**config.mk**
```make
export PLATFORM = sky130hd
export DESIGN_NAME = board_ctrl_regs
export DESIGN_NICKNAME = d
export VERILOG_FILES = /design/src/rtl/brd_pkg.sv /design/src/rtl/brd_decode.sv /design/src/rtl/brd_display.sv /design/src/rtl/brd_i2c.sv /design/src/rtl/board_ctrl_regs.sv
export SDC_FILE = /design/constraint.sdc
export NUM_CORES = 1
export LEC_CHECK = 0
export CAP_MARGIN = 20
export CORE_UTILIZATION = 35
export DETAILED_ROUTE_END_ITERATION = 8
export PLACE_DENSITY = 0.63
export SYNTH_ARGS = -nofsm -noshare
export SYNTH_HDL_FRONTEND = slang
export SYNTH_HIERARCHICAL = 1
export SYNTH_SLANG_ARGS = --single-unit
```
**constraint.sdc**
```tcl
create_clock -name clk -period 2.4 [get_ports clk]
set_input_delay 0.48 -clock clk [delete_from_list [all_inputs] [get_ports clk]]
set_output_delay 0.48 -clock clk [all_outputs]
set_load 0.02 [all_outputs]
```
**src/rtl/brd_pkg.sv**
```systemverilog
package brd_pkg;
  localparam int WIN_W = 20;

  typedef enum logic [3:0] {
    RK_NONE, RK_HOLE, RK_LED, RK_HEXW, RK_CHAR, RK_SWRST,
    RK_GPO, RK_I2CIN, RK_I2COE, RK_I2COUT, RK_I2CSEL
  } reg_kind_e;

  localparam logic [WIN_W-1:0] OFF_LED    = 20'h00008;
  localparam logic [WIN_W-1:0] OFF_HEXW   = 20'h00410;
  localparam logic [WIN_W-1:0] CHAR_BASE  = 20'h00418;
  localparam logic [WIN_W-1:0] OFF_SWRST  = 20'h00500;
  localparam logic [WIN_W-1:0] HOLE_LO    = 20'h00900;
  localparam logic [WIN_W-1:0] HOLE_HI    = 20'h009FF;
  localparam logic [WIN_W-1:0] OFF_GPO    = 20'h00A00;
  localparam logic [WIN_W-1:0] OFF_I2CIN  = 20'h00B00;
  localparam logic [WIN_W-1:0] OFF_I2COE  = 20'h00B08;
  localparam logic [WIN_W-1:0] OFF_I2COUT = 20'h00B10;
  localparam logic [WIN_W-1:0] OFF_I2CSEL = 20'h00B18;

  localparam logic [7:0] SPACE_CH = 8'h20;

  // Uppercase ASCII hex digit for one nibble
  function automatic logic [7:0] hex_char(input logic [3:0] n);
    if (n < 4'd10) return 8'h30 + {4'h0, n};
    else           return 8'h37 + {4'h0, n};
  endfunction
endpackage

```
**src/rtl/brd_decode.sv**
```systemverilog
module brd_decode
  import brd_pkg::*;
#(
  parameter int NCHAR = 8,
  localparam int IDX_W = (NCHAR > 1) ? $clog2(NCHAR) : 1
) (
  input  logic [WIN_W-1:0] off,
  output reg_kind_e        kind,
  output logic [IDX_W-1:0] char_idx
);
  logic [WIN_W-1:0] rel;
  logic             char_hit;

  assign rel      = off - CHAR_BASE;
  assign char_hit = (off >= CHAR_BASE) && (rel[2:0] == 3'b000) &&
                    ((rel >> 3) < WIN_W'(NCHAR));
  assign char_idx = rel[IDX_W+2:3];

  always_comb begin
    kind = RK_NONE;
    if (off >= HOLE_LO && off <= HOLE_HI) begin
      kind = RK_HOLE;
    end else if (char_hit) begin
      kind = RK_CHAR;
    end else begin
      case (off)
        OFF_LED:    kind = RK_LED;
        OFF_HEXW:   kind = RK_HEXW;
        OFF_SWRST:  kind = RK_SWRST;
        OFF_GPO:    kind = RK_GPO;
        OFF_I2CIN:  kind = RK_I2CIN;
        OFF_I2COE:  kind = RK_I2COE;
        OFF_I2COUT: kind = RK_I2COUT;
        OFF_I2CSEL: kind = RK_I2CSEL;
        default:    kind = RK_NONE;
      endcase
    end
  end
endmodule

```
**src/rtl/brd_display.sv**
```systemverilog
module brd_display
  import brd_pkg::*;
#(
  parameter int DATA_W = 32,
  parameter int NCHAR  = 8,
  localparam int IDX_W   = (NCHAR > 1) ? $clog2(NCHAR) : 1,
  localparam int HEX_DIG = DATA_W / 4
) (
  input  logic               clk,
  input  logic               rst_n,
  input  logic               wr_hex,
  input  logic               wr_char,
  input  logic [IDX_W-1:0]   char_idx,
  input  logic [DATA_W-1:0]  wdata,
  output logic [NCHAR*8-1:0] chars
);
  logic [7:0] pos_q [NCHAR];

  for (genvar i = 0; i < NCHAR; i++) begin : g_pos
    logic [7:0] hex_c;
    if (i < HEX_DIG) begin : g_dig
      assign hex_c = hex_char(wdata[DATA_W-1-4*i -: 4]);
    end else begin : g_pad
      assign hex_c = SPACE_CH;
    end

    always_ff @(posedge clk or negedge rst_n) begin
      if (!rst_n)                                   pos_q[i] <= SPACE_CH;
      else if (wr_hex)                              pos_q[i] <= hex_c;
      else if (wr_char && char_idx == IDX_W'(i))    pos_q[i] <= wdata[7:0];
    end

    assign chars[i*8 +: 8] = pos_q[i];

    // a character write lands in its own position
    a_r4_char_store: assert property (@(posedge clk) disable iff (!rst_n)
      (wr_char && char_idx == IDX_W'(i)) |=> (chars[i*8 +: 8] == $past(wdata[7:0])));
  end

  // after a word write the last position holds an uppercase hex digit
  a_r3_hex_upper: assert property (@(posedge clk) disable iff (!rst_n)
    wr_hex |=> ((chars[NCHAR*8-1 -: 8] >= 8'h30 && chars[NCHAR*8-1 -: 8] <= 8'h39) ||
                (chars[NCHAR*8-1 -: 8] >= 8'h41 && chars[NCHAR*8-1 -: 8] <= 8'h46) ||
                (chars[NCHAR*8-1 -: 8] == SPACE_CH)));
endmodule

```
**src/rtl/brd_i2c.sv**
```systemverilog
module brd_i2c (
  input  logic       clk,
  input  logic       rst_n,
  input  logic       wr_out,
  input  logic       wr_oe,
  input  logic       wr_sel,
  input  logic [1:0] wbits,
  output logic       scl_o,
  output logic       sda_o,
  output logic [1:0] oe,
  output logic       sel
);
  always_ff @(posedge clk or negedge rst_n) begin
    if (!rst_n) begin
      scl_o <= 1'b0;
      sda_o <= 1'b0;
      oe    <= 2'b00;
      sel   <= 1'b0;
    end else begin
      if (wr_out) begin
        scl_o <= wbits[1];
        sda_o <= wbits[0];
      end
      if (wr_oe)  oe  <= wbits;
      if (wr_sel) sel <= wbits[0];
    end
  end

  // the pins move only after a write to the output register
  a_r6_pins_hold: assert property (@(posedge clk) disable iff (!rst_n)
    !$past(wr_out) |-> $stable({scl_o, sda_o}));
endmodule

```
**src/rtl/board_ctrl_regs.sv**
```systemverilog
module board_ctrl_regs
  import brd_pkg::*;
#(
  parameter int ADDR_W = 32,
  parameter int DATA_W = 32,
  parameter int NCHAR  = 8,
  localparam int IDX_W = (NCHAR > 1) ? $clog2(NCHAR) : 1
) (
  input  logic               clk,
  input  logic               rst_n,
  input  logic               bus_sel,
  input  logic               bus_we,
  input  logic [ADDR_W-1:0]  bus_addr,
  input  logic [DATA_W-1:0]  bus_wdata,
  output logic [DATA_W-1:0]  bus_rdata,
  input  logic               i2c_sda_i,
  output logic [7:0]         led_bar,
  output logic [NCHAR*8-1:0] disp_chars,
  output logic [7:0]         gpo,
  output logic               i2c_scl_o,
  output logic               i2c_sda_o,
  output logic [1:0]         i2c_oe,
  output logic               i2c_sel,
  output logic               board_rst_req,
  output logic               bad_addr
);
  logic [WIN_W-1:0] off;
  logic             unused_hi;
  reg_kind_e        kind;
  logic [IDX_W-1:0] char_idx;
  logic             wr_en, rd_en;
  logic             wr_swrst, miss;
  logic [DATA_W-1:0] rd_mux;

  assign off       = bus_addr[WIN_W-1:0];
  assign unused_hi = ^bus_addr[ADDR_W-1:WIN_W];
  assign wr_en     = bus_sel && bus_we;
  assign rd_en     = bus_sel && !bus_we;
  assign wr_swrst  = wr_en && (kind == RK_SWRST);
  assign miss      = bus_sel && (kind == RK_NONE);

  brd_decode #(.NCHAR(NCHAR)) u_dec (
    .off(off), .kind(kind), .char_idx(char_idx)
  );

  brd_display #(.DATA_W(DATA_W), .NCHAR(NCHAR)) u_disp (
    .clk(clk), .rst_n(rst_n),
    .wr_hex(wr_en && kind == RK_HEXW),
    .wr_char(wr_en && kind == RK_CHAR),
    .char_idx(char_idx), .wdata(bus_wdata), .chars(disp_chars)
  );

  brd_i2c u_i2c (
    .clk(clk), .rst_n(rst_n),
    .wr_out(wr_en && kind == RK_I2COUT),
    .wr_oe(wr_en && kind == RK_I2COE),
    .wr_sel(wr_en && kind == RK_I2CSEL),
    .wbits(bus_wdata[1:0]),
    .scl_o(i2c_scl_o), .sda_o(i2c_sda_o), .oe(i2c_oe), .sel(i2c_sel)
  );

  always_comb begin
    rd_mux = '0;
    case (kind)
      RK_LED:    rd_mux[7:0] = led_bar;
      RK_GPO:    rd_mux[7:0] = gpo;
      RK_I2CIN:  rd_mux[1:0] = {i2c_scl_o, i2c_sda_i};
      RK_I2COE:  rd_mux[1:0] = i2c_oe;
      RK_I2CSEL: rd_mux[0]   = i2c_sel;
      default:   rd_mux      = '0;
    endcase
  end

  always_ff @(posedge clk or negedge rst_n) begin
    if (!rst_n) begin
      led_bar       <= '0;
      gpo           <= '0;
      board_rst_req <= 1'b0;
      bad_addr      <= 1'b0;
      bus_rdata     <= '0;
    end else begin
      if (wr_en && kind == RK_LED) led_bar <= bus_wdata[7:0];
      if (wr_en && kind == RK_GPO) gpo     <= bus_wdata[7:0];
      board_rst_req <= wr_swrst;
      bad_addr      <= miss;
      bus_rdata     <= rd_en ? rd_mux : '0;
    end
  end

  // a reset request only follows a write to its register
  a_r8_rst_cause: assert property (@(posedge clk) disable iff (!rst_n)
    board_rst_req |-> $past(wr_swrst));
  // the bad flag only follows an undecoded access
  a_r11_bad_cause: assert property (@(posedge clk) disable iff (!rst_n)
    bad_addr |-> $past(miss));
  // the UART hole stays silent
  a_r10_hole_quiet: assert property (@(posedge clk) disable iff (!rst_n)
    (bus_sel && kind == RK_HOLE) |=> (!bad_addr && bus_rdata == '0));
  // no read in the previous cycle means zero read data
  a_r12_rdata_idle: assert property (@(posedge clk) disable iff (!rst_n)
    !$past(rd_en) |-> (bus_rdata == '0));
endmodule

```
==> results.txt <==
The number of enable-type register cells in the synthesized netlist is 0, and the synthesized area is 0.00573 sq mm. For the minimum setup slack in the final design, the log shows -0.734 ns. In this run the core area contains 46 standard-cell rows.

Of the total power, registers draw 43.5%. The clock net sink count was 95; the clock network latency to the later pin of the worst-skew pair was 0.34 ns. In this run, the number of DRC markers left after iteration 0 of detailed routing was 292. The synthesized design spends more area on one cell type than any other, namely sky130_fd_sc_hd__dfrtp_1. In the post-synthesis netlist, the biggest area contributors are sky130_fd_sc_hd__dfrtp_1 38%, sky130_fd_sc_hd__mux2i_1 12%, sky130_fd_sc_hd__mux2_2 5.9%, sky130_fd_sc_hd__buf_4 3.9%, sky130_fd_sc_hd__dfstp_2 3.7%. The via count of the first global-routing pass was 5,205. The vias after detailed routing came out at 5,232. Share of the yosys chip area belonging to registers: 41.7%.

The kind of cell with the highest combined delay along the critical path is simple AND/OR/NAND/NOR gates. The path type of the worst setup path is input pin to flop. Summed over all layers, the routed wires come to 18,900 microns.

The simple-gate share of the synthesized area was 12.8%; the clock input transition at the sequential cells of the worst setup and hold paths was 0.07 ns. The run gives 9 as the total CTS buffers. Clock share of power: 42.6%. The commonest cells after synthesis are 87 x sky130_fd_sc_hd__dfrtp_1, 68 x sky130_fd_sc_hd__mux2i_1, 42 x sky130_fd_sc_hd__o21ai_0.

The number of antenna violations at the first check in global routing is 0, and the mean post-synth cell area is 10.6 sq um. The analysis attributes to cell leakage a power of 0.00418 uW. The post-synthesis xor/xnor area fraction came out at 1.83%.

TritonCTS built the clock tree. Net switching is 24.3% of the power. The floorplan step defined a die boundary enclosing 0.0169 sq mm. The run gives 0 as the hold violation total from the final report. The area growth from synthesis to layout came out at 63.2%. The highest clock rate was 319 MHz; the setup violation total in the final timing report was 94. The total overflow left after global routing is 0. The share of layout cells above drive strength 1 came out at 32.5%.

The number of slew-limit violations in the final report is 0, and the y dimension of the die is 130 microns. For the I/O pin count, the log shows 188. Setup repair after global routing could not meet its margin everywhere. In this run the worst hold path is classified as input pin to async pin. The count of H-tree levels built during CTS is 3. Together, buffers and inverters on the worst path number 3. For the placed instance area, the log shows 0.00799 sq mm. Entering global routing, the biggest net connects 46 pins. The portion of synthesized cell area occupied by the leading cell type was 38.0%.

The most numerous cell on the critical path is sky130_fd_sc_hd__mux2_4. The share of the synthesized area in compound gates (AO/OA/AOI/OAI) came out at 12.1%. STA classifies the critical path endpoint as a flop. The synthesized design contains 95 register bits. In this run the tightest slew margin relative to its limit is 62.7%. The tools report the total of warnings raised by yosys as 6.

The checks that failed: negative setup slack. For the count of hold buffers inserted by post-cts repair, the log shows 0. For the HPWL after detailed placement, the log shows 12,400 microns. Across the VDD grid, the largest voltage drop is 361 uV. Net load switching power: 894 uW. The clock skew after layout was 0.00194 ns; the post-route standard cell area excluding fillers was 0.00935 sq mm.

The routed design could run at a clock period as short as 3.13 ns. Among all stages on the critical path, the largest delay is contributed by sky130_fd_sc_hd__or3b_4. For the number of detailed-routing iterations run before antenna repair, the log shows 4. Dividing the detail-routed wire length by the instance count gives 18.5 microns. The max-capacitance violation count is 0. The number of vias per cell after detailed routing was 5.13.

The synthesized netlist devotes 2.14% of its cell area to adder and majority cells. Cell internal power was estimated by the tool at 2790 uW. The library cell with the highest instance count after synthesis was sky130_fd_sc_hd__dfrtp_1.

The number of antenna diodes in the final layout is 0. For this run, design rule violations remaining after detail routing come to 0. Along the worst path, the maximum fanout reaches 8. Of the available clock period, the critical path in the final layout requires 131%. By area, the combinational part of the netlist is dominated by multiplexers. The share of power burned in combinational logic is 13.9%. The die span in x works out to 130 microns. The most used flip-flop cell after synthesis was sky130_fd_sc_hd__dfrtp_1. Dividing total power by cell area gives a power density of 394 mW/mm^2. The stage delay of the slowest cell on the critical path was 0.38 ns.

For the pin with the worst max-slew slack, the measured transition is 0.553 ns. The tools report the startpoint type of the worst setup path as an input pin. In the synthesized netlist, the number of instances is 541.

The required time of the critical path came out at 2.63 ns. After the last flow step, the layout net total stands at 876. The count of nets left with antenna violations once routing finished came out at 0.

Adding up every negative setup slack in the final design gives -46.32 ns. Multiplexer cells account for 21.4% of the synthesized area. For the first-pass GRT wire length, the log shows 27,900 microns.

The flow ran to the end, but the final reports show violations. The worst endpoint data arrival time is 3.37 ns. The clock passes through at most 2 buffers. The placeable core region is 0.0159 sq mm, and the async set-or-reset flop fraction in the synthesized netlist is 100%. Traced cell by cell, the critical path runs through buf_8 > ha_4 > or3b_4 > a221oi_4 > o22ai_2 > nor4b_2 > a41o_1 > nand2b_4 > nor4_4 > buf_6 > nor4b_4 > buf_4 > mux2_4 > mux2_4. The netlist uses 62 different library cells. The initial cell density of the core was 35.9%; the total global-route track usage was 21.7%. At the end of routability-driven placement, the weighted congestion stood at 0.870. The count of buffers added on input and output ports is 151. The root buffer cell chosen for the clock tree is sky130_fd_sc_hd__clkbuf_16.
==> what timing repair did <==
item / CTS / global route
pin swaps: 28 / 21
endpoints found under the setup margin: 95 / 94
gates cloned: 2 / 4
setup buffers: 33 / 18
gates resized for setup: 132 / 42
hold endpoints to repair: 0 / 0
==> registers in the layout, summed over array words and instances (netlist names) <==
name           count
led_bar            8
board_rst_req      1
u_disp/chars      64
u_i2c/sel          1
bus_rdata          8
gpo                8
bad_addr           1
u_i2c/sda_o        1
u_i2c/oe           2
u_i2c/scl_o        1
==> final cells by class <==
cell class	instances	area (sq um)
fillers	1313	6590
multi-input cells	390	3440
repair buffers	282	2860
flip-flops and latches	95	2390
well taps	216	270
clock buffers	13	260
inverters	20	75.1
clock inverters	3	65.1
==> cells in the final DEF, fill, tap and decap left out, types with 4 or more instances in the layout <==
cell type and count:
sky130_fd_sc_hd__a21boi_0 7, sky130_fd_sc_hd__a21oi_1 16, sky130_fd_sc_hd__and4b_1 7, sky130_fd_sc_hd__buf_12 9, sky130_fd_sc_hd__buf_4 84, sky130_fd_sc_hd__buf_6 35
sky130_fd_sc_hd__clkbuf_16 13, sky130_fd_sc_hd__clkdlybuf4s50_1 133, sky130_fd_sc_hd__conb_1 24, sky130_fd_sc_hd__dfrtp_1 87, sky130_fd_sc_hd__dfstp_2 8, sky130_fd_sc_hd__dlygate4sd2_1 7
sky130_fd_sc_hd__ha_1 8, sky130_fd_sc_hd__inv_1 19, sky130_fd_sc_hd__mux2_2 9, sky130_fd_sc_hd__mux2_4 34, sky130_fd_sc_hd__mux2i_1 68, sky130_fd_sc_hd__nand2_1 20
sky130_fd_sc_hd__nand3b_1 7, sky130_fd_sc_hd__nand4b_1 4, sky130_fd_sc_hd__nor2_1 22, sky130_fd_sc_hd__nor2_4 4, sky130_fd_sc_hd__nor2b_1 11, sky130_fd_sc_hd__nor4_4 5
sky130_fd_sc_hd__o211ai_1 11, sky130_fd_sc_hd__o21a_1 8, sky130_fd_sc_hd__o21ai_0 17, sky130_fd_sc_hd__o21ai_1 25, sky130_fd_sc_hd__xnor2_1 8
==> worst register-to-register path, delay by kind of cell, from the launching register on <==
| kind | cells | cell delay [ns] |
|---|---|---|
| and+or+nand+nor | 1 | 0.17 |
| muxes | 1 | 0.27 |
| AOI/OAI and AO/OA | 1 | 0.22 |
| DFF | 1 | 0.43 |
==> power by group through the flow <==
stage / combinational [uW] / sequential (uW) / clock, uW
floorplan: 212 / 1630 / 0
global route: 550 / 1600 / 1680
finish: 514 / 1600 / 1570
global placement: 443 / 1630 / 0
detailed placement: 451 / 1630 / 0
CTS: 493 / 1600 / 1600
==> final timing paths <==
| check | start | endpoint | slack (ns) | depth (start not counted) |
|---|---|---|---|---|
| max | bus_addr[4] | u_disp/chars[1] | -0.73 | 14 |
| min | rst_n | u_disp/chars[58] | 0.05 | 1 |
| max reg2reg | u_i2c/scl_o | bus_rdata[1] | 1.19 | 3 |
| min reg2reg | u_disp/chars[58] | u_disp/chars[58] | 0.49 | 2 |
| max in group asynchronous | rst_n | u_disp/chars[21] | 1.62 | 2 |
| min in group clk | u_disp/chars[58] | u_disp/chars[58] | 0.49 | 2 |
==> per-layer routing <==
metal / track usage (%) / share of wire (%)
met1: 27.7 / 44
met2: 36.2 / 48
met3: 5.54 / 7.0
met4: 6.22 / 1.4
met5: 0 / 0
==> through the flow <==
step	power, uW	hold slack, ns	setup slack (ns)	std cells	utilization [%]
after floorplan	1850	0.184	-0.956	564	-
after global placement	2070	0.425	-1.48	955	50.1
after detailed placement	2080	0.433	-1.57	955	50.1
after CTS	3700	0.0557	-0.774	1000	56.4
after global routing	3830	0.0604	-0.835	1019	58.7
final	3690	0.0536	-0.734	1019	58.7
==> cells by family (layout without fill, tap and decap cells) <==
kind of cell,after synthesis,in the layout
DFF,95,95
AOI/OAI and AO/OA,109,109
adders and majority gates,10,10
xor gates and xnor gates,12,12
and+or+nand+nor,122,122
other,1,24
buffers and inverters,79,318
muxes,113,113
Power figures use the tool's default switching activity.
